<file path="src/rtl/ts_req_pkg.sv">
package ts_req_pkg;

   typedef enum logic [1:0] {
      GTS_OFF    = 2'd0,
      GTS_FINE   = 2'd1,
      GTS_COARSE = 2'd2,
      GTS_PKT    = 2'd3
   } gts_mode_e;

   // Number of prescaler counter bits needed for the largest ratio.
   function automatic int unsigned presc_cnt_width(input int unsigned code_w,
                                                   input int unsigned step_log2);
      return step_log2 * ((1 << code_w) - 1);
   endfunction

endpackage

</file>
<file path="src/rtl/ts_prescaler.sv">
module ts_prescaler #(
   parameter int unsigned CODE_W    = 2,
   parameter int unsigned STEP_LOG2 = 2
) (
   input  logic              clk,
   input  logic              rst_n,
   input  logic              en,
   input  logic              tick,
   input  logic [CODE_W-1:0] code,
   output logic              step
);
   import ts_req_pkg::*;

   localparam int unsigned CNT_W = presc_cnt_width(CODE_W, STEP_LOG2);

   generate
      if (CNT_W < 1) begin : g_bad_cnt
         $error("ts_prescaler: prescaler counter width must be at least 1");
      end
   endgenerate

   logic [CODE_W-1:0] code_q;
   logic [CNT_W-1:0]  pcnt;
   logic [CNT_W-1:0]  limit;
   logic              restart;
   logic              hit;

   // limit = ratio - 1 = 2^(STEP_LOG2*code) - 1, a run of low ones
   always_comb begin
      for (int i = 0; i < int'(CNT_W); i++) begin
         limit[i] = (i < int'(STEP_LOG2) * int'(code));
      end
   end

   assign restart = !en || (code != code_q);
   assign hit     = (pcnt == limit);
   assign step    = !restart && tick && hit;

   always_ff @(posedge clk) begin
      if (!rst_n) begin
         code_q <= '0;
         pcnt   <= '0;
      end else begin
         code_q <= code;
         if (restart) begin
            pcnt <= '0;
         end else if (tick) begin
            pcnt <= hit ? '0 : pcnt + 1'b1;
         end
      end
   end

endmodule

</file>
<file path="src/rtl/ts_local_cnt.sv">
module ts_local_cnt #(
   parameter int unsigned W = 28
) (
   input  logic         clk,
   input  logic         rst_n,
   input  logic         en,
   input  logic         step,
   input  logic         ack,
   input  logic         pkt_done,
   output logic [W-1:0] value,
   output logic         req
);

   generate
      if (W < 2) begin : g_bad_w
         $error("ts_local_cnt: counter must be at least 2 bits");
      end
   endgenerate

   always_ff @(posedge clk) begin
      if (!rst_n) begin
         value <= '0;
         req   <= 1'b0;
      end else begin
         req <= en && pkt_done && (value != '0);
         // acknowledge wins over a concurrent advance
         if (ack) begin
            value <= '0;
         end else if (step) begin
            value <= value + 1'b1;
         end
      end
   end

endmodule

</file>
<file path="src/rtl/ts_global_trig.sv">
module ts_global_trig #(
   parameter int unsigned GTS_W      = 48,
   parameter int unsigned FINE_LSB   = 7,
   parameter int unsigned COARSE_LSB = 13
) (
   input  logic                  clk,
   input  logic                  rst_n,
   input  ts_req_pkg::gts_mode_e mode,
   input  logic [GTS_W-1:0]      gts_cur,
   input  logic                  pkt_done,
   input  logic                  ofifo_empty,
   output logic                  req
);
   import ts_req_pkg::*;

   localparam int unsigned NUM_SLICES = 2;

   logic [GTS_W-1:0]      gts_prev;
   logic [GTS_W-1:0]      diff;
   logic                  primed;
   logic [NUM_SLICES-1:0] slice_chg;
   logic                  fire;

   assign diff = gts_cur ^ gts_prev;

   // slice 0: fine range, slice 1: coarse range
   generate
      for (genvar g = 0; g < int'(NUM_SLICES); g++) begin : g_slice
         localparam int unsigned LSB = (g == 0) ? FINE_LSB : COARSE_LSB;
         assign slice_chg[g] = primed && (|(diff >> LSB));
      end
   endgenerate

   always_comb begin
      unique case (mode)
         GTS_OFF:    fire = 1'b0;
         GTS_FINE:   fire = slice_chg[0];
         GTS_COARSE: fire = slice_chg[1];
         GTS_PKT:    fire = pkt_done && ofifo_empty;
         default:    fire = 1'b0;
      endcase
   end

   always_ff @(posedge clk) begin
      if (!rst_n) begin
         gts_prev <= '0;
         primed   <= 1'b0;
         req      <= 1'b0;
      end else begin
         gts_prev <= gts_cur;
         primed   <= 1'b1;
         req      <= fire;
      end
   end

endmodule

</file>
<file path="src/rtl/ts_req_gen.sv">
module ts_req_gen #(
   parameter int unsigned LTS_W           = 28,
   parameter int unsigned GTS_W           = 48,
   parameter int unsigned PRESC_CODE_W    = 2,
   parameter int unsigned PRESC_STEP_LOG2 = 2,
   parameter int unsigned FINE_LSB        = 7,
   parameter int unsigned COARSE_LSB      = 13
) (
   input  logic                    clk,
   input  logic                    rst_n,
   input  logic                    ts_enable,
   input  logic                    clk_sel,
   input  logic                    sys_tick,
   input  logic                    port_tick,
   input  logic [PRESC_CODE_W-1:0] presc_sel,
   input  logic [1:0]              gts_freq,
   input  logic [GTS_W-1:0]        gts_count,
   input  logic                    pkt_done,
   input  logic                    ofifo_empty,
   input  logic                    lts_ack,
   output logic [LTS_W-1:0]        lts_value,
   output logic                    lts_req,
   output logic                    gts_req
);
   import ts_req_pkg::*;

   generate
      if (FINE_LSB >= COARSE_LSB) begin : g_bad_order
         $error("ts_req_gen: fine slice must start below coarse slice");
      end
      if (COARSE_LSB >= GTS_W) begin : g_bad_coarse
         $error("ts_req_gen: coarse slice lies outside the global count");
      end
   endgenerate

   logic      tick;
   logic      step;
   gts_mode_e mode;

   assign tick = clk_sel ? port_tick : sys_tick;
   assign mode = gts_mode_e'(gts_freq);

   ts_prescaler #(
      .CODE_W    (PRESC_CODE_W),
      .STEP_LOG2 (PRESC_STEP_LOG2)
   ) u_presc (
      .clk   (clk),
      .rst_n (rst_n),
      .en    (ts_enable),
      .tick  (tick),
      .code  (presc_sel),
      .step  (step)
   );

   ts_local_cnt #(
      .W (LTS_W)
   ) u_lcnt (
      .clk      (clk),
      .rst_n    (rst_n),
      .en       (ts_enable),
      .step     (step),
      .ack      (lts_ack),
      .pkt_done (pkt_done),
      .value    (lts_value),
      .req      (lts_req)
   );

   ts_global_trig #(
      .GTS_W      (GTS_W),
      .FINE_LSB   (FINE_LSB),
      .COARSE_LSB (COARSE_LSB)
   ) u_gtrig (
      .clk         (clk),
      .rst_n       (rst_n),
      .mode        (mode),
      .gts_cur     (gts_count),
      .pkt_done    (pkt_done),
      .ofifo_empty (ofifo_empty),
      .req         (gts_req)
   );

endmodule

</file>
<file path="config.mk">
export PLATFORM = sky130hd
export DESIGN_NAME = ts_req_gen
export DESIGN_NICKNAME = d
export VERILOG_FILES = /design/src/rtl/ts_req_pkg.sv /design/src/rtl/ts_prescaler.sv /design/src/rtl/ts_local_cnt.sv /design/src/rtl/ts_global_trig.sv /design/src/rtl/ts_req_gen.sv
export SDC_FILE = /design/constraint.sdc
export NUM_CORES = 1
export LEC_CHECK = 0
export BUFFER_PORTS_ARGS = -buffer_cell sky130_fd_sc_hd__clkbuf_2
export CORE_AREA = 2 2 84 86
export CTS_CLUSTER_SIZE = 10
export DETAILED_ROUTE_END_ITERATION = 10
export DIE_AREA = 0 0 86 88
export GPL_ROUTABILITY_DRIVEN = 1
export PLACE_DENSITY = 0.91
export SLEW_MARGIN = 20
export SYNTH_ARGS = -nofsm -noshare
export SYNTH_HDL_FRONTEND = slang
export SYNTH_SLANG_ARGS = --single-unit
</file>
<file path="constraint.sdc">
create_clock -name clk -period 3.1 [get_ports clk]
set_input_delay 0.62 -clock clk [delete_from_list [all_inputs] [get_ports clk]]
set_output_delay 0.62 -clock clk [all_outputs]
set_load 0.01 [all_outputs]
</file>
==> out/metrics.yaml, run 1 <==
synthTopCellsByCount: "dfxtp_1, and2_1, xnor2_1"
critPathCapture: "u_lcnt.value[25]"
worstPathArrival_ps: 2570
powerDensity_nw_per_um2: 464
startpoint: "presc_sel[1]"
place.gp.congestion: 0.886
fp.dieW_um: 86
cts-buffers-inserted: 9
ys_seq_area_frac: 0.436
wl_per_cell_um: 14.9
synth.avg_cell_area_um2: 9.34
ant_nets: 0
fmax_mhz: 437
synthMuxAreaShare: 0.0164
synth_xor_area_frac: 0.131
postCtsResizedCells: 0
area_growth_pct: 18.1
cts_setup_buffers: 0
outcome: "completed"
synthesis.area_um2: 3670
timing_worst_setup_path_type: "in -> reg"
required_ps: 3380
synthCells: 393
first_iter_violations: 220
worst_pin_slew_ps: 989
cap_violations: 0
dp_hpwl_um: 6110
holdWs_ps: 492
synth_fa_ha_area_frac: 0.0205
grt_usage: 0.230
synth_compound_area_frac: 0.113
drive_gt1_frac: 0.253
die_area_um2: 7570
clk_latency_ps: 350
synth_top_area_share: 0.436
grt_overflow: 0
r2r_start: "u_presc.pcnt[2]"
final.setup_skew_ps: 10.5
wl_um: 8350
via_per_inst: 5.70
worstSetupStartpointType: "primary input"
ys_seq_elements: 80
antenna_cells: 0
setup_viol: 0
ys_warn_count: 0
power.total_uw: 2010
p_leak_uw: 0.00174
max_slew_margin: 0.341
synth_top_family_by_area: "simple AND/OR/NAND/NOR gates"
io_pins: 91
synthTopCellsByArea: "dfxtp_1, xnor2_1, and2_1"
vias: 3184
antenna_found_initial: 0
reg2reg_to: "u_lcnt.value[25]"
drt-pass1-iter-count: 5
report.final.slew_viol_count: 0
synth.distinct_cells: 48
drc: 0
ys_dominant_reg_cell: "dfxtp_1"
clkTransAtPathRegs_ps: 80
row_count: 30
place.port_buffers: 83
syn-num-nets: 460
hold_buffers: 0
cts_buffer_depth: 2
min_period_ps: 2290
yosysTopAreaCell: "dfxtp_1"
place_ws_ps: 471
cts_max_level: 3
grt_pass1_vias: 3122
rr_worst_depth: 5
cts_tree: "done"
end_kind: "flop"
final_nets: 541
post-route-period-util: 0.738
design.core.area_um2: 6640
grt_pass1_wl_um: 13800
setup_tns_ps: 0
die_y_um: 88
peakVddDrop_v: 0.000282
worstPathMaxFanout: 13
numClockSinks: 80
hold_viol_final: 0
synth_most_common_cell: "dfxtp_1"
rrSetupSlack_ps: 810
rsz0062_at_grt: "false"
clockRootBuffer: "clkbuf_8"
yosys.area_share.simple: 0.255
grt_max_degree: 43
start_util: 0.552
synth-edff-count: 0
async_flop_share: 0
min_path_type: "in -> reg"
final.setup.worst_slack_ps: 812
registers in the layout, indices dropped and copies added, names as in the netlist:
register          count
u_gtrig.gts_prev     41
u_presc.pcnt          6
u_lcnt.req            1
u_gtrig.primed        1
u_lcnt.value         28
u_gtrig.req           1
u_presc.code_q        2
critical path: stages:
cell and delay (ps):
clkbuf_2 130, nor3_1 230, a32oi_1 320, a2111o_1 600, or4_1 530, a21oi_1 140
worst min-delay path by stage:
stage	slack [ps]	cells past startpoint	start	endpoint
after floorplan	500	2	u_lcnt.value[27]	u_lcnt.value[27]
after global placement	480	2	u_lcnt.value[27]	u_lcnt.value[27]
after detailed placement	490	2	u_lcnt.value[26]	u_lcnt.value[26]
after CTS	480	2	gts_count[42]	u_gtrig.gts_prev[42]
after global routing	480	2	gts_count[26]	u_gtrig.gts_prev[26]
final	490	2	gts_count[26]	u_gtrig.gts_prev[26]
area by class of cell:
cell class | count | area, um2
tap | 80 | 100
fill | 508 | 2310
clock buffer | 10 | 128
timing repair buffer | 87 | 445
inverter | 6 | 22.5
clock inverter | 6 | 68.8
multi-input combinational | 290 | 1970
sequential | 80 | 1600
through the flow:
stage,util,cells,area [um2]
after floorplan,-,393,3670
after global placement,0.623,543,4140
after detailed placement,0.623,543,4140
after CTS,0.652,559,4330
after global routing,0.652,559,4330
final,0.652,559,4330
where the power goes:
group,internal [uW],switching [uW],total [uW]
Sequential,1060,14.1,1070
Combinational,88.4,83.3,172
Clock,377,389,766
cells by family after synthesis:
group,Yosys count
fa+ha+maj,6
mux,6
simple gates,169
compound gates,54
flops,80
xor+xnor,55
buf+inv,23
layer usage:
| layer | part of all wire | wire length, um | track usage |
|---|---|---|---|
| met1 | 0.40 | 3360 | 0.261 |
| met2 | 0.48 | 4030 | 0.391 |
| met3 | 0.086 | 720 | 0.0707 |
| met4 | 0.028 | 233 | 0.115 |
| met5 | 0 | 0 | 0 |
cell usage in the layout (no fill, tap or decap), types with 12 or more instances in the layout:
master and n:
clkbuf_2 83, dfxtp_1 80, xnor2_1 44, and2_1 44, nor2_1 27, nand2_1 22, nand3_1 17, a21oi_1 13
nand4_1 12, nor4_1 12
Note: power is estimated with default switching activity, not from simulation.
==> run 2, diff against run 1 <==
Settings changed: CORE_AREA 2 2 84 86 to 2 2 87 89, DIE_AREA 0 0 86 88 to 0 0 89 91, PLACE_DENSITY 0.91 to 0.86.
Clock period 3.1 ns to 2.3 ns, I/O delays scaled along.
==> run 2 against run 1 <==
  * Highest routed layer unchanged
  * Clock power rose by 49%
  * Critical path type is now reg -> reg
  * Sequential share of layout area fell by 0.94 points
  * Largest power group unchanged
  * Utilization fell by 2.9 points
  * Count of clock-buffer cells in the layout did not move
  * Die area rose by 7.0%
  * Non-clock buffer count rose by 9
  * Final cell count rose by 5.0%
  * Critical endpoint is now u_lcnt.value[10]
  * Combinational power rose by 35%
  * Hold slack got worse by 160 ps
  * Setup slack got worse by 640 ps
==> out/metrics.yaml, run 2 (synthesis results as in run 1) <==
grt_max_degree: 47  # was 43
first_iter_violations: 295  # was 220
setup_viol: 0  # unchanged
rrSetupSlack_ps: 170  # was 810 ps
cts_setup_buffers: 0  # unchanged
setup_tns_ps: 0  # unchanged
layout_common_cells: "clkbuf_2, dfxtp_1, xnor2_1, and2_1, nor2_1"  # unchanged
grt_pass1_vias: 3086  # was 3122
grt_pass1_wl_um: 13700  # was 13800 um
drive_gt1_frac: 0.266  # was 0.253
die_y_um: 91  # was 88 um
fin_util: 0.623  # was 0.652
place.port_buffers: 83  # unchanged
p_leak_uw: 0.00180  # was 0.00174 uW
fp.dieW_um: 89  # was 86 um
cts-buffers-inserted: 9  # unchanged
clkTransAtPathRegs_ps: 80  # about the same
antenna_cells: 0  # unchanged
outcome: "completed"  # unchanged
design_area_um2: 4450  # was 4330 um2
clk_latency_ps: 350  # about the same
cts_buffer_depth: 2  # unchanged
start_util: 0.514  # was 0.552
final.setup.worst_slack_ps: 173  # was 812 ps
min_period_ps: 2130
postCtsResizedCells: 0  # unchanged
post-route-period-util: 0.925
end_kind: "flop"  # unchanged
cts_max_level: 3  # unchanged
peakVddDrop_v: 0.000455  # was 0.000282 V
path_cells: "and4_1 -> nand4b_1 -> a2111oi_0 -> xnor2_1 -> nor2_1"  # was clkbuf_2 -> nor3_1 -> a32oi_1 -> a2111o_1 -> or4_1 -> a21oi_1
critPathCapture: "u_lcnt.value[10]"  # was u_lcnt.value[25]
die_area_um2: 8100  # was 7570 um2
clockRootBuffer: "clkbuf_8"  # unchanged
worstPathMaxFanout: 7  # was 13
cts_tree: "done"  # unchanged
rr_worst_depth: 5  # unchanged
grt_overflow: 0  # unchanged
rsz0062_at_grt: "false"  # unchanged
worstSetupStartpointType: "flop"  # was primary input
fmax_mhz: 470
drt-pass1-iter-count: 4  # was 5
largest_registers: "u_gtrig.gts_prev x41, u_lcnt.value x28, u_presc.pcnt x6"  # unchanged
final_common_cell: "clkbuf_2"  # unchanged
design.core.area_um2: 7140  # was 6640 um2
hold_viol_final: 0  # unchanged
place.gp.congestion: 0.924  # was 0.886
max_slew_margin: 0.589  # was 0.341
crit_slowest_cell: "a2111oi_0"  # was a2111o_1
dp_hpwl_um: 6110  # about the same
via_per_inst: 5.50  # was 5.70
report.final.slew_viol_count: 0  # unchanged
reg2reg_to: "u_lcnt.value[10]"  # was u_lcnt.value[25]
antenna_found_initial: 0  # unchanged
io_pins: 91  # unchanged
required_ps: 2520  # was 3380 ps
place_ws_ps: 94.4  # was 471 ps
wl_um: 8160  # was 8350 um
largest-register: "u_gtrig.gts_prev"  # unchanged
ant_nets: 0  # unchanged
r2r_start: "u_lcnt.value[4]"  # was u_presc.pcnt[2]
final_nets: 550  # was 541
crit_path_max_incr_delay_ps: 600  # about the same
grt_usage: 0.214  # was 0.230
min_path_type: "in -> reg"  # unchanged
hold_buffers: 0  # unchanged
powerDensity_nw_per_um2: 633  # was 464 nW/um2
worst_pin_slew_ps: 600  # was 989 ps
area_growth_pct: 21.2  # was 18.1%
largest_reg_flops: 41  # unchanged
drc: 0  # unchanged
final.setup_skew_ps: 8.94  # was 10.5 ps
row_count: 31  # was 30
place_area_um2: 4230  # was 4140 um2
n_fill_cell: 630  # was 508
timing_worst_setup_path_type: "reg -> reg"  # was in -> reg
numClockSinks: 80  # unchanged
worstPathArrival_ps: 2350  # was 2570 ps
startpoint: "u_lcnt.value[4]"  # was presc_sel[1]
cap_violations: 0  # unchanged
vias: 3231  # was 3184
wl_per_cell_um: 13.9  # was 14.9 um
run 2: cell count changes in the layout (fill, tap and decap cells not counted), sizes merged:
cell,change
clkinv,-2
inv,+1
bufinv,+1
buf,+9
run 2: worst min-delay path by stage:
stage	from	endpoint	slack (ps)	cells past startpoint
after global placement	u_lcnt.value[27]	u_lcnt.value[27]	480	2
after CTS	gts_count[46]	u_gtrig.gts_prev[46]	330	2
after detailed placement	u_lcnt.value[26]	u_lcnt.value[26]	500	2
after floorplan	rst_n	u_gtrig.primed	490	0
final	gts_count[46]	u_gtrig.gts_prev[46]	330	2
after global routing	gts_count[8]	u_gtrig.gts_prev[8]	330	2
run 2: stage by stage:
step	hold slack [ps]	total power (uW)	std cells
2_1_floorplan	488	1620	393
3_3_place_gp	479	1700	571
3_5_place_dp	495	1710	571
4_1_cts	326	2830	587
5_1_grt	332	2930	587
6_report	334	2810	587
run 2: routing by layer:
layer / vias to the layer above / global-route usage / part of all wire
met2: 132 / 0.341 / 0.47
met1: 1508 / 0.267 / 0.42
met5: - / 0 / 0
li1: 1569 / - / -
met3: 22 / 0.0645 / 0.082
met4: 0 / 0.0883 / 0.026
run 2: worst max-delay path, delay by kind of cell (launching register included):
| family | cells | cell delay [ps] |
|---|---|---|
| simple gates | 3 | 720 |
| flops | 1 | 470 |
| xor+xnor | 1 | 200 |
| compound gates | 1 | 600 |
run 2: layout make-up:
type,instances,area [um2],area share
multi-input combinational,290,1970,0.443
sequential,80,1600,0.360
timing repair buffer,96,513,0.115
clock buffer,10,128,0.0287
tap,99,124,0.0279
clock inverter,6,90.1,0.0203
inverter,6,22.5,0.00506
run 2: power by group:
part / switching (uW) / internal [uW]
registers: 19.0 / 1430
clock network: 518 / 617
logic: 110 / 122
==> run 3, diff against run 2 <==
Settings changed: BUFFER_PORTS_ARGS -buffer_cell sky130_fd_sc_hd__clkbuf_2 to unset, CORE_AREA 2 2 87 89 to 2 2 80 82, DIE_AREA 0 0 89 91 to 0 0 82 84, DONT_BUFFER_PORTS set to 1.
==> run 3 against run 2 <==
  * Global-route usage grew 2.6 points
  * Clock power shrank 13%
  * Power shrank 7.6%
  * Register-to-register slack gained 90 ps
  * Flip-flop and latch count is the same
  * Non-clock buffer count shrank 80
  * Die area shrank 15%
  * Critical path depth is the same
  * Sequential power is essentially flat
==> out/metrics.yaml, run 3 (synthesis results as in run 1) <==
timing_worst_setup_path_type: "reg -> reg"  # unchanged
antenna_cells: 0  # unchanged
drc: 0  # unchanged
powerDensity_nw_per_um2: 651  # was 633 nW/um2
post-route-period-util: 0.887  # was 0.925
place_ws_ps: 188  # was 94.4 ps
clk_latency_ps: 360  # was 350 ps
required_ps: 2590  # was 2520 ps
grt_busiest_layer: "met2"  # unchanged
holdWs_ps: 131  # was 334 ps
grt_use_met3: 0.0898  # was 0.0645
crit_slowest_cell: "or4_1"  # was a2111oi_0
antenna_found_initial: 0  # unchanged
worstSetupStartpointType: "flop"  # unchanged
first_iter_violations: 216  # was 295
grt_pass1_vias: 2814  # was 3086
power.total_uw: 2600  # was 2810 uW
largest-register: "u_gtrig.gts_prev"  # unchanged
worstPathMaxFanout: 7  # unchanged
path_cells: "and4_2 -> o2111ai_2 -> a211o_2 -> or4_1 -> a21oi_1"  # was and4_1 -> nand4b_1 -> a2111oi_0 -> xnor2_1 -> nor2_1
layout_common_cells: "dfxtp_1, xnor2_1, and2_1"  # was clkbuf_2, dfxtp_1, xnor2_1, and2_1, nor2_1
clkTransAtPathRegs_ps: 90  # was 80 ps
cts_max_level: 3  # unchanged
cap_violations: 0  # unchanged
drive_gt1_frac: 0.125  # was 0.266
min_path_type: "in -> reg"  # unchanged
report.final.slew_viol_count: 0  # unchanged
worstPathArrival_ps: 2330  # was 2350 ps
worst_pin_slew_ps: 588  # was 600 ps
hold_buffers: 0  # unchanged
outcome: "completed"  # unchanged
regArea_um2: 1600  # unchanged
grt_util_met2: 0.388  # was 0.341
clockRootBuffer: "clkbuf_8"  # unchanged
drt-pass1-iter-count: 6  # was 4
grt_max_degree: 48  # was 47
place.gp.congestion: 0.878  # was 0.924
startpoint: "u_presc.pcnt[4]"  # was u_lcnt.value[4]
ant_nets: 0  # unchanged
wl_per_cell_um: 16.1  # was 13.9 um
fmax_mhz: 490  # was 470 MHz
end_kind: "flop"  # unchanged
multi_input_area_um2: 1970  # unchanged
cts_buffer_depth: 2  # unchanged
r2r_start: "u_presc.pcnt[4]"  # was u_lcnt.value[4]
die_y_um: 84  # was 91 um
area_growth_pct: 8.90  # was 21.2%
design_area_um2: 4000  # was 4450 um2
dp_hpwl_um: 5750  # was 6110 um
largest_registers: "u_gtrig.gts_prev x41, u_lcnt.value x28, u_presc.pcnt x6"  # unchanged
die_area_um2: 6890  # was 8100 um2
final_common_cell: "dfxtp_1"  # was clkbuf_2
cts-buffers-inserted: 9  # unchanged
crit_path_max_incr_delay_ps: 470  # was 600 ps
io_pins: 91  # unchanged
max_slew_margin: 0.598  # was 0.589
start_util: 0.602  # was 0.514
hp-start: "rst_n"  # was gts_count[46]
setup_viol: 0  # unchanged
numClockSinks: 80  # unchanged
place.port_buffers: 0  # was 83
fp.dieW_um: 82  # was 89 um
via_per_inst: 6.00  # was 5.50
design.core.area_um2: 6100  # was 7140 um2
final.setup.worst_slack_ps: 261  # was 173 ps
place_area_um2: 3810  # was 4230 um2
peakVddDrop_v: 0.000456  # was 0.000455 V
postCtsResizedCells: 0  # unchanged
min_period_ps: 2040  # was 2130 ps
final_nets: 470  # was 550
vias: 2912  # was 3231
cts_setup_buffers: 0  # unchanged
grt_pass1_wl_um: 12600  # was 13700 um
n_fill_cell: 480  # was 630
row_count: 29  # was 31
grt_overflow: 0  # unchanged
hold_viol_final: 0  # unchanged
setup_tns_ps: 0  # unchanged
met1_usage: 0.272  # was 0.267
rsz0062_at_grt: "false"  # unchanged
wl_um: 7800  # was 8160 um
largest_reg_flops: 41  # unchanged
final.setup_skew_ps: 10.2  # was 8.94 ps
p_leak_uw: 0.00144  # was 0.00180 uW
cts_tree: "done"  # unchanged
grt_usage: 0.240  # was 0.214
-- run 3: worst paths after layout --
kind         cells past startpoint               end  slack, ps
min                              0    u_gtrig.primed        130
max                              5  u_lcnt.value[24]        260
min reg2reg                      2  u_lcnt.value[27]        550
max reg2reg                      5  u_lcnt.value[24]        260
-- run 3: layer usage --
metal	share of wire	vias up
met5	0	-
met4	0.025	0
met3	0.096	24
met2	0.48	146
met1	0.40	1328
li1	-	1414
-- run 3: critical path, delay by kind of cell, from the launching register on --
kind	cells	cell delay [ps]
and+or+nand+nor	2	730
DFF	1	410
AOI/OAI and AO/OA	3	840
-- run 3: stage by stage --
stage | cells | util
after CTS | 485 | 0.656
after global placement | 469 | 0.625
after floorplan | 393 | -
after detailed placement | 469 | 0.625
after global routing | 485 | 0.656
final | 485 | 0.656
-- run 3: power breakdown --
part / switching (uW) / leakage (uW) / internal (uW)
sequential: 19.5 / 0.000657 / 1430
combinational: 69.8 / 0.000690 / 92.2
clock: 558 / 0.0000899 / 435
-- run 3: layout make-up --
cell class,count,share of cell area
Timing Repair Buffer,16,0.0301
Clock buffer,10,0.0344
Tap cell,77,0.0241
Sequential cell,80,0.401
Inverter,6,0.00564
Clock inverter,6,0.0125
Multi-Input combinational cell,290,0.492
